===== src/rtl/cfab_pkg.sv =====
package cfab_pkg;
  localparam int LutIn    = 3;
  localparam int LutOut   = 2;
  localparam int LutWords = 1 << LutIn;
  localparam int LutMemW  = LutWords * LutOut;
  localparam int SwCodeW  = 3;

  typedef enum logic [SwCodeW-1:0] {
    SW_OPEN  = 3'd0,
    SW_NORTH = 3'd1,
    SW_WEST  = 3'd2,
    SW_EAST  = 3'd3,
    SW_LL0   = 3'd4,
    SW_LL1   = 3'd5,
    SW_LR0   = 3'd6,
    SW_LR1   = 3'd7
  } sw_code_e;

  function automatic int ch_w(int ch);
    return (ch > 1) ? $clog2(ch) : 1;
  endfunction

  function automatic int lut_sel_w(int ch);
    return ch_w(ch) + 2;
  endfunction

  function automatic int lut_cfg_w(int ch);
    return LutMemW + LutIn * lut_sel_w(ch);
  endfunction

  function automatic int lane_w(int lanes);
    return $clog2(lanes) + 1;
  endfunction
endpackage


===== src/rtl/cfab_cfg_chain.sv =====
module cfab_cfg_chain #(
  parameter int CFG_W = 912
) (
  input  logic             clk_i,
  input  logic             rst_ni,
  input  logic             en_i,
  input  logic             bit_i,
  output logic [CFG_W-1:0] cfg_o,
  output logic             done_o
);
  localparam int CNT_W = $clog2(CFG_W + 1);
  localparam logic [CNT_W-1:0] CNT_FULL = CNT_W'(CFG_W);

  logic [CFG_W-1:0] sr_q;
  logic [CNT_W-1:0] cnt_q;

  always_ff @(posedge clk_i or negedge rst_ni) begin
    if (!rst_ni) begin
      sr_q  <= '0;
      cnt_q <= '0;
    end else if (en_i) begin
      sr_q  <= {bit_i, sr_q[CFG_W-1:1]};
      // a shift after a complete image restarts the count
      cnt_q <= (cnt_q == CNT_FULL) ? CNT_W'(1) : cnt_q + CNT_W'(1);
    end
  end

  assign cfg_o  = sr_q;
  assign done_o = (cnt_q == CNT_FULL);
endmodule


===== src/rtl/cfab_lut.sv =====
module cfab_lut
  import cfab_pkg::*;
#(
  parameter int CH = 4
) (
  input  logic [CH-1:0]            left_i,
  input  logic [CH-1:0]            right_i,
  input  logic [lut_cfg_w(CH)-1:0] cfg_i,
  output logic [LutOut-1:0]        out_o
);
  localparam int CHW   = ch_w(CH);
  localparam int SEL_W = lut_sel_w(CH);

  logic [LutMemW-1:0] mem;
  logic [LutIn-1:0]   addr;

  assign mem = cfg_i[LutMemW-1:0];

  for (genvar j = 0; j < LutIn; j++) begin : g_in
    logic [SEL_W-1:0] sel;
    logic [CHW-1:0]   ch;
    logic             pick;
    assign sel     = cfg_i[LutMemW + j*SEL_W +: SEL_W];
    assign ch      = sel[CHW-1:0];
    assign pick    = sel[CHW] ? right_i[ch] : left_i[ch];
    assign addr[j] = sel[SEL_W-1] & pick;
  end

  assign out_o = mem[{addr, 1'b0} +: LutOut];
endmodule


===== src/rtl/cfab_sw_row.sv =====
module cfab_sw_row
  import cfab_pkg::*;
#(
  parameter int COLS = 4,
  parameter int CH   = 4
) (
  input  logic [(COLS+1)*CH-1:0]         north_i,
  input  logic [COLS*LutOut-1:0]         lut_i,
  input  logic [(COLS+1)*CH*SwCodeW-1:0] cfg_i,
  output logic [(COLS+1)*CH-1:0]         south_o
);
  localparam int GROUPS = COLS + 1;

  for (genvar g = 0; g < GROUPS; g++) begin : g_grp
    for (genvar k = 0; k < CH; k++) begin : g_ch
      localparam int L = g*CH + k;
      sw_code_e code;
      logic west, east, ll0, ll1, lr0, lr1, lane_v;

      assign code = sw_code_e'(cfg_i[L*SwCodeW +: SwCodeW]);

      if (g > 0) begin : g_has_w
        assign west = north_i[L-CH];
        assign ll0  = lut_i[(g-1)*LutOut];
        assign ll1  = lut_i[(g-1)*LutOut + 1];
      end else begin : g_no_w
        assign west = 1'b0;
        assign ll0  = 1'b0;
        assign ll1  = 1'b0;
      end

      if (g < COLS) begin : g_has_e
        assign east = north_i[L+CH];
        assign lr0  = lut_i[g*LutOut];
        assign lr1  = lut_i[g*LutOut + 1];
      end else begin : g_no_e
        assign east = 1'b0;
        assign lr0  = 1'b0;
        assign lr1  = 1'b0;
      end

      always_comb begin
        case (code)
          SW_NORTH: lane_v = north_i[L];
          SW_WEST:  lane_v = west;
          SW_EAST:  lane_v = east;
          SW_LL0:   lane_v = ll0;
          SW_LL1:   lane_v = ll1;
          SW_LR0:   lane_v = lr0;
          SW_LR1:   lane_v = lr1;
          default:  lane_v = 1'b0;
        endcase
      end

      assign south_o[L] = lane_v;
    end
  end
endmodule


===== src/rtl/cfab_out_xbar.sv =====
module cfab_out_xbar
  import cfab_pkg::*;
#(
  parameter int LANES = 20,
  parameter int OUT_W = 32
) (
  input  logic [LANES-1:0]                   lanes_i,
  input  logic [OUT_W*(lane_w(LANES)+1)-1:0] cfg_i,
  output logic [OUT_W-1:0]                   dout_o
);
  localparam int LANE_W = lane_w(LANES);
  localparam int OSEL_W = LANE_W + 1;
  localparam logic [LANE_W-1:0] LANE_LIM = LANE_W'(LANES);

  for (genvar j = 0; j < OUT_W; j++) begin : g_bit
    logic [OSEL_W-1:0] sel;
    logic [LANE_W-1:0] lane;
    logic              in_rng;
    assign sel       = cfg_i[j*OSEL_W +: OSEL_W];
    assign lane      = sel[LANE_W-1:0];
    assign in_rng    = (lane < LANE_LIM);
    assign dout_o[j] = sel[OSEL_W-1] && in_rng && lanes_i[lane];
  end
endmodule


===== src/rtl/lut_fabric.sv =====
module lut_fabric
  import cfab_pkg::*;
#(
  parameter int ROWS  = 4,
  parameter int COLS  = 4,
  parameter int CH    = 4,
  parameter int OUT_W = 32
) (
  input  logic                   clk_i,
  input  logic                   rst_ni,
  input  logic                   cfg_en_i,
  input  logic                   cfg_bit_i,
  output logic                   cfg_done_o,
  input  logic [(COLS+1)*CH-1:0] din_i,
  output logic [OUT_W-1:0]       dout_o
);
  localparam int LANES    = (COLS + 1) * CH;
  localparam int LUT_W    = lut_cfg_w(CH);
  localparam int SW_ROW_W = LANES * SwCodeW;
  localparam int OSEL_W   = lane_w(LANES) + 1;
  localparam int SW_BASE  = ROWS * COLS * LUT_W;
  localparam int OUT_BASE = SW_BASE + ROWS * SW_ROW_W;
  localparam int CFG_W    = OUT_BASE + OUT_W * OSEL_W;

  logic [CFG_W-1:0]            cfg;
  logic                        done;
  logic [ROWS:0][LANES-1:0]    lvl;
  logic [OUT_W-1:0]            raw;

  cfab_cfg_chain #(.CFG_W(CFG_W)) u_chain (
    .clk_i  (clk_i),
    .rst_ni (rst_ni),
    .en_i   (cfg_en_i),
    .bit_i  (cfg_bit_i),
    .cfg_o  (cfg),
    .done_o (done)
  );

  assign lvl[0] = din_i;

  for (genvar r = 0; r < ROWS; r++) begin : g_row
    logic [COLS*LutOut-1:0] lut_o;

    for (genvar c = 0; c < COLS; c++) begin : g_col
      cfab_lut #(.CH(CH)) u_lut (
        .left_i  (lvl[r][c*CH +: CH]),
        .right_i (lvl[r][(c+1)*CH +: CH]),
        .cfg_i   (cfg[(r*COLS + c)*LUT_W +: LUT_W]),
        .out_o   (lut_o[c*LutOut +: LutOut])
      );
    end

    cfab_sw_row #(.COLS(COLS), .CH(CH)) u_sw (
      .north_i (lvl[r]),
      .lut_i   (lut_o),
      .cfg_i   (cfg[SW_BASE + r*SW_ROW_W +: SW_ROW_W]),
      .south_o (lvl[r+1])
    );
  end

  cfab_out_xbar #(.LANES(LANES), .OUT_W(OUT_W)) u_xbar (
    .lanes_i (lvl[ROWS]),
    .cfg_i   (cfg[OUT_BASE +: OUT_W*OSEL_W]),
    .dout_o  (raw)
  );

  assign cfg_done_o = done;
  assign dout_o     = done ? raw : '0;
endmodule


===== config.mk =====
export PLATFORM = sky130hd
export DESIGN_NAME = lut_fabric
export DESIGN_NICKNAME = d
export VERILOG_FILES = /design/src/rtl/cfab_pkg.sv /design/src/rtl/cfab_cfg_chain.sv /design/src/rtl/cfab_lut.sv /design/src/rtl/cfab_sw_row.sv /design/src/rtl/cfab_out_xbar.sv /design/src/rtl/lut_fabric.sv
export SDC_FILE = /design/constraint.sdc
export NUM_CORES = 2
export LEC_CHECK = 0
export CORE_MARGIN = 2
export CORE_UTILIZATION = 51
export DETAILED_ROUTE_END_ITERATION = 16
export HOLD_SLACK_MARGIN = 0.08
export PLACE_DENSITY = 0.69
export SLEW_MARGIN = 25
export SYNTH_ARGS = -nofsm -noshare
export SYNTH_HDL_FRONTEND = slang
export SYNTH_HIERARCHICAL = 1
export SYNTH_SLANG_ARGS = --single-unit

===== constraint.sdc =====
create_clock -name clk_i -period 16.88 [get_ports clk_i]
set_clock_uncertainty 0.05 [all_clocks]
set_input_delay 3.376 -clock clk_i [delete_from_list [all_inputs] [get_ports clk_i]]
set_output_delay 3.376 -clock clk_i [all_outputs]
set_load 0.01 [all_outputs]

==> run_results.csv <==
group,metric,value,unit
sta,hold_viol,0,
sta,fin_crit,18.42,ns
power_and_ir_drop,power_frac_clock,48.3,%
synth,synth_cells,3618,
critical_path,endpoint_kind,"output pin",
placement,routabilityCongestion,0.808,
placement,dp_hpwl,69.2,mm
synth,ys.flop_type,"dfrtp_1",
synth,ys_seq_area_share,45.8,%
sta,hold_slack,0.457,ns
power_and_ir_drop,switching_power,1120,uW
die,die_area,101000,um^2
power_and_ir_drop,p_leak,0.0258,uW
hold_path,holdCritPathClass,"reg2reg",
power_and_ir_drop,p_sw_share,22.7,%
clock_tree,cts_htree_levels,3,
finish,layout-drive-gt1-share,50.9,%
clock_tree,clock-sinks,922,
synth,synth_top_area_share,45.8,%
drt,finalWirelength,112,mm
critical_path,crit_required,13.45,ns
critical_path,path_class,"in2out",
drt,vias_per_cell,6.17,
die,chipHeight,318,um
die,num_rows,115,
job,maxCapViolCount,0,
sta,worstMarginPinSlew,1.06,ns
grt,grt_usage,21.9,%
finish,nNetsFinal,3744,
power_and_ir_drop,vdd_drop_max,0.0848,mV
sta,rsz0062_at_grt,"true",
drt,drc,0,
sta,final_max_slew_viol_count,0,
clock_tree,worst_skew_pair.late_latency,0.67,ns
grt,antenna_found_initial,1,
drt,drt_iter0_markers,2406,
synth,yosysUniqueCellTypes,52,
placement,io_buffers,56,
drt,wire_per_inst,22.0,um
finish,mostFrequentLayoutCells,"mux2_2 (1036), dfrtp_1 (922), mux4_2 (254)",
drt,postRouteAntennaNets,0,
synth,synth.top_cells.by_area,"dfrtp_1 (46%), mux2_2 (23%), mux4_2 (11%)",
clock_tree,clock-root-buffer,"clkbuf_16",
power_and_ir_drop,p_total,4960,uW
clock_tree,cts_tree,"built",
sta,fin_crit_sh,109,%
grt,grt_overflow_total,0,
finish,utilization,58.7,%
power_and_ir_drop,p_seq_share,46.7,%
placement,postPlaceCellArea,52900,um^2
drt,vias,31436,
synth,synth_edf_count,0,
status,violations,"setup timing",
power_and_ir_drop,power_frac_comb,5.0,%
sta,max_slew_margin,29.0,%
clock_tree,numCtsBuffers,100,
critical_path,cp.arrival,14.99,ns
critical_path,worst_path_max_delay_cell,"mux4_2",
sta,finalSetupViolCount,32,
die,core_area,98100,um^2
drt,firstDrtPassIters,5,
finish,antenna_cells,0,
synth,netlist_area,50400,um^2
grt,grt_pass1_wl,181,mm
clock_tree,cts.path.max_buffers,3,
die,initial_core_util,51.4,%
die,die_x,318,um
synth,syn_avg_cell_area,13.9,um^2
power_and_ir_drop,p_per_area,86.1,nW/um^2
synth,synthesis.nets,3644,
grt,grt_pass1_vias,31974,
synth,synth_warnings,6,
finish,area_growth,14.3,%
finish,final_cell_area,57600,um^2
clock_tree,path_clk_slew,0.06,ns
synth,async_reset_ff_share,100,%
power_and_ir_drop,p_int,3830,uW
critical_path,worst_path_most_repeated_cell,"mux4_2",
die,io_pins,57,
synth,post-synth-top-area-cell,"dfrtp_1",
status,outcome,"complete, but fails checks",
synth,ys_ff_latch,922,
sta,fmax,54.3,MHz
critical_path,start_kind,"input port",
critical_path,path_max_fanout,8,
finish,final_common_cell,"mux2_2",
critical_path,critPathMaxStageDelay,0.60,ns
grt,grt_max_degree,180,
sta,worst_slack,-1.54,ns
[worst max-delay path: cells and delay by family]
kind	cells	cell delay, ns
AOI/OAI and AO/OA	10	2.72
buffers and inverters	5	0.83
muxes	17	7.84
and+or+nand+nor	1	0.18
[cell usage after synthesis, types with 19 or more instances]
cell / n
clkbuf_1: 48
and2_2: 32
nand2_1: 72
a311oi_1: 30
dfrtp_1: 922
buf_6: 21
nand3b_1: 110
buf_2: 138
or3_1: 33
mux2i_1: 155
mux2_1: 64
o2111ai_1: 30
a21o_1: 64
nor2_1: 35
nor2b_1: 31
o311ai_0: 22
mux2_2: 1038
nand3_1: 19
o31a_1: 30
a21oi_1: 69
a211oi_1: 78
nand2b_1: 34
o21ai_0: 29
inv_1: 65
mux4_2: 254
buf_4: 83
[final timing paths]
kind                                    start                 end  slack [ns]  cells past startpoint
min reg2reg                u_chain/cfg_o[211]  u_chain/cfg_o[210]        0.46                      1
min                        u_chain/cfg_o[211]  u_chain/cfg_o[210]        0.46                      1
max in group asynchronous              rst_ni  u_chain/cfg_o[793]       11.21                      4
max                                  din_i[7]          dout_o[27]       -1.54                     33
max reg2reg                  u_chain/cnt_q[0]    u_chain/cnt_q[1]       14.27                      6
min in group asynchronous              rst_ni    u_chain/cfg_o[9]        2.73                      1
[repair_timing]
action / CTS / global route
setup buffers: 17 / 9
pin swaps: 47 / 51
setup endpoints to repair: 32 / 32
hold buffers: 0 / 0
gates resized for setup: 256 / 118
gates cloned: 7 / 1
[per-stage QoR]
step	setup slack, ns	TNS, ns	std cells
2_1_floorplan	-0.796	-24.07	3618
3_3_place_gp	-2.18	-67.96	4870
3_5_place_dp	-2.27	-70.56	4870
4_1_cts	-1.51	-45.97	5082
5_1_grt	-1.78	-51.62	5091
6_report	-1.54	-43.89	5091
[kinds of logic (layout without fill, tap and decap cells)]
logic type | after synthesis | in the layout | share of synthesized area [%]
XOR/XNOR | 3 | 3 | 0.0521
AO/OA/AOI/OAI | 443 | 443 | 6.59
AND/OR/NAND/NOR | 379 | 379 | 4.53
buffers and inverters | 358 | 544 | 3.95
adder cells (fa/ha/maj) | 2 | 2 | 0.0496
flip-flops | 922 | 922 | 45.8
multiplexers | 1511 | 1511 | 39.1
[power groups by stage]
stage,Combinational (uW),Clock (uW),Sequential (uW)
2_1_floorplan,174,0,2320
3_3_place_gp,240,0,2350
3_5_place_dp,244,0,2350
4_1_cts,248,2450,2310
5_1_grt,275,2540,2320
6_report,249,2400,2310
[sequential cells by signal, summed over array words and instances (netlist names)]
| signal | cells |
|---|---|
| u_chain/cnt_q | 10 |
| u_chain/cfg_o | 912 |
[area by class of cell]
type	count	area (um^2)
clock buffers	133	2870
inverters	65	244
repair buffers	291	2900
fillers	7682	40500
multi-input cells	2338	26100
clock inverters	55	774
flip-flops and latches	922	23100
well taps	1287	1610
[metal layers]
metal / global-route usage [%] / vias up / routed length [um]
met2: 34.8 / 680 / 52800
met4: 5.97 / 0 / 2430
met1: 31.8 / 16472 / 51800
met5: 0 / - / 0
li1: - / 14109 / -
met3: 3.04 / 175 / 4990
No activity file was read; power rests on OpenSTA's default activity.
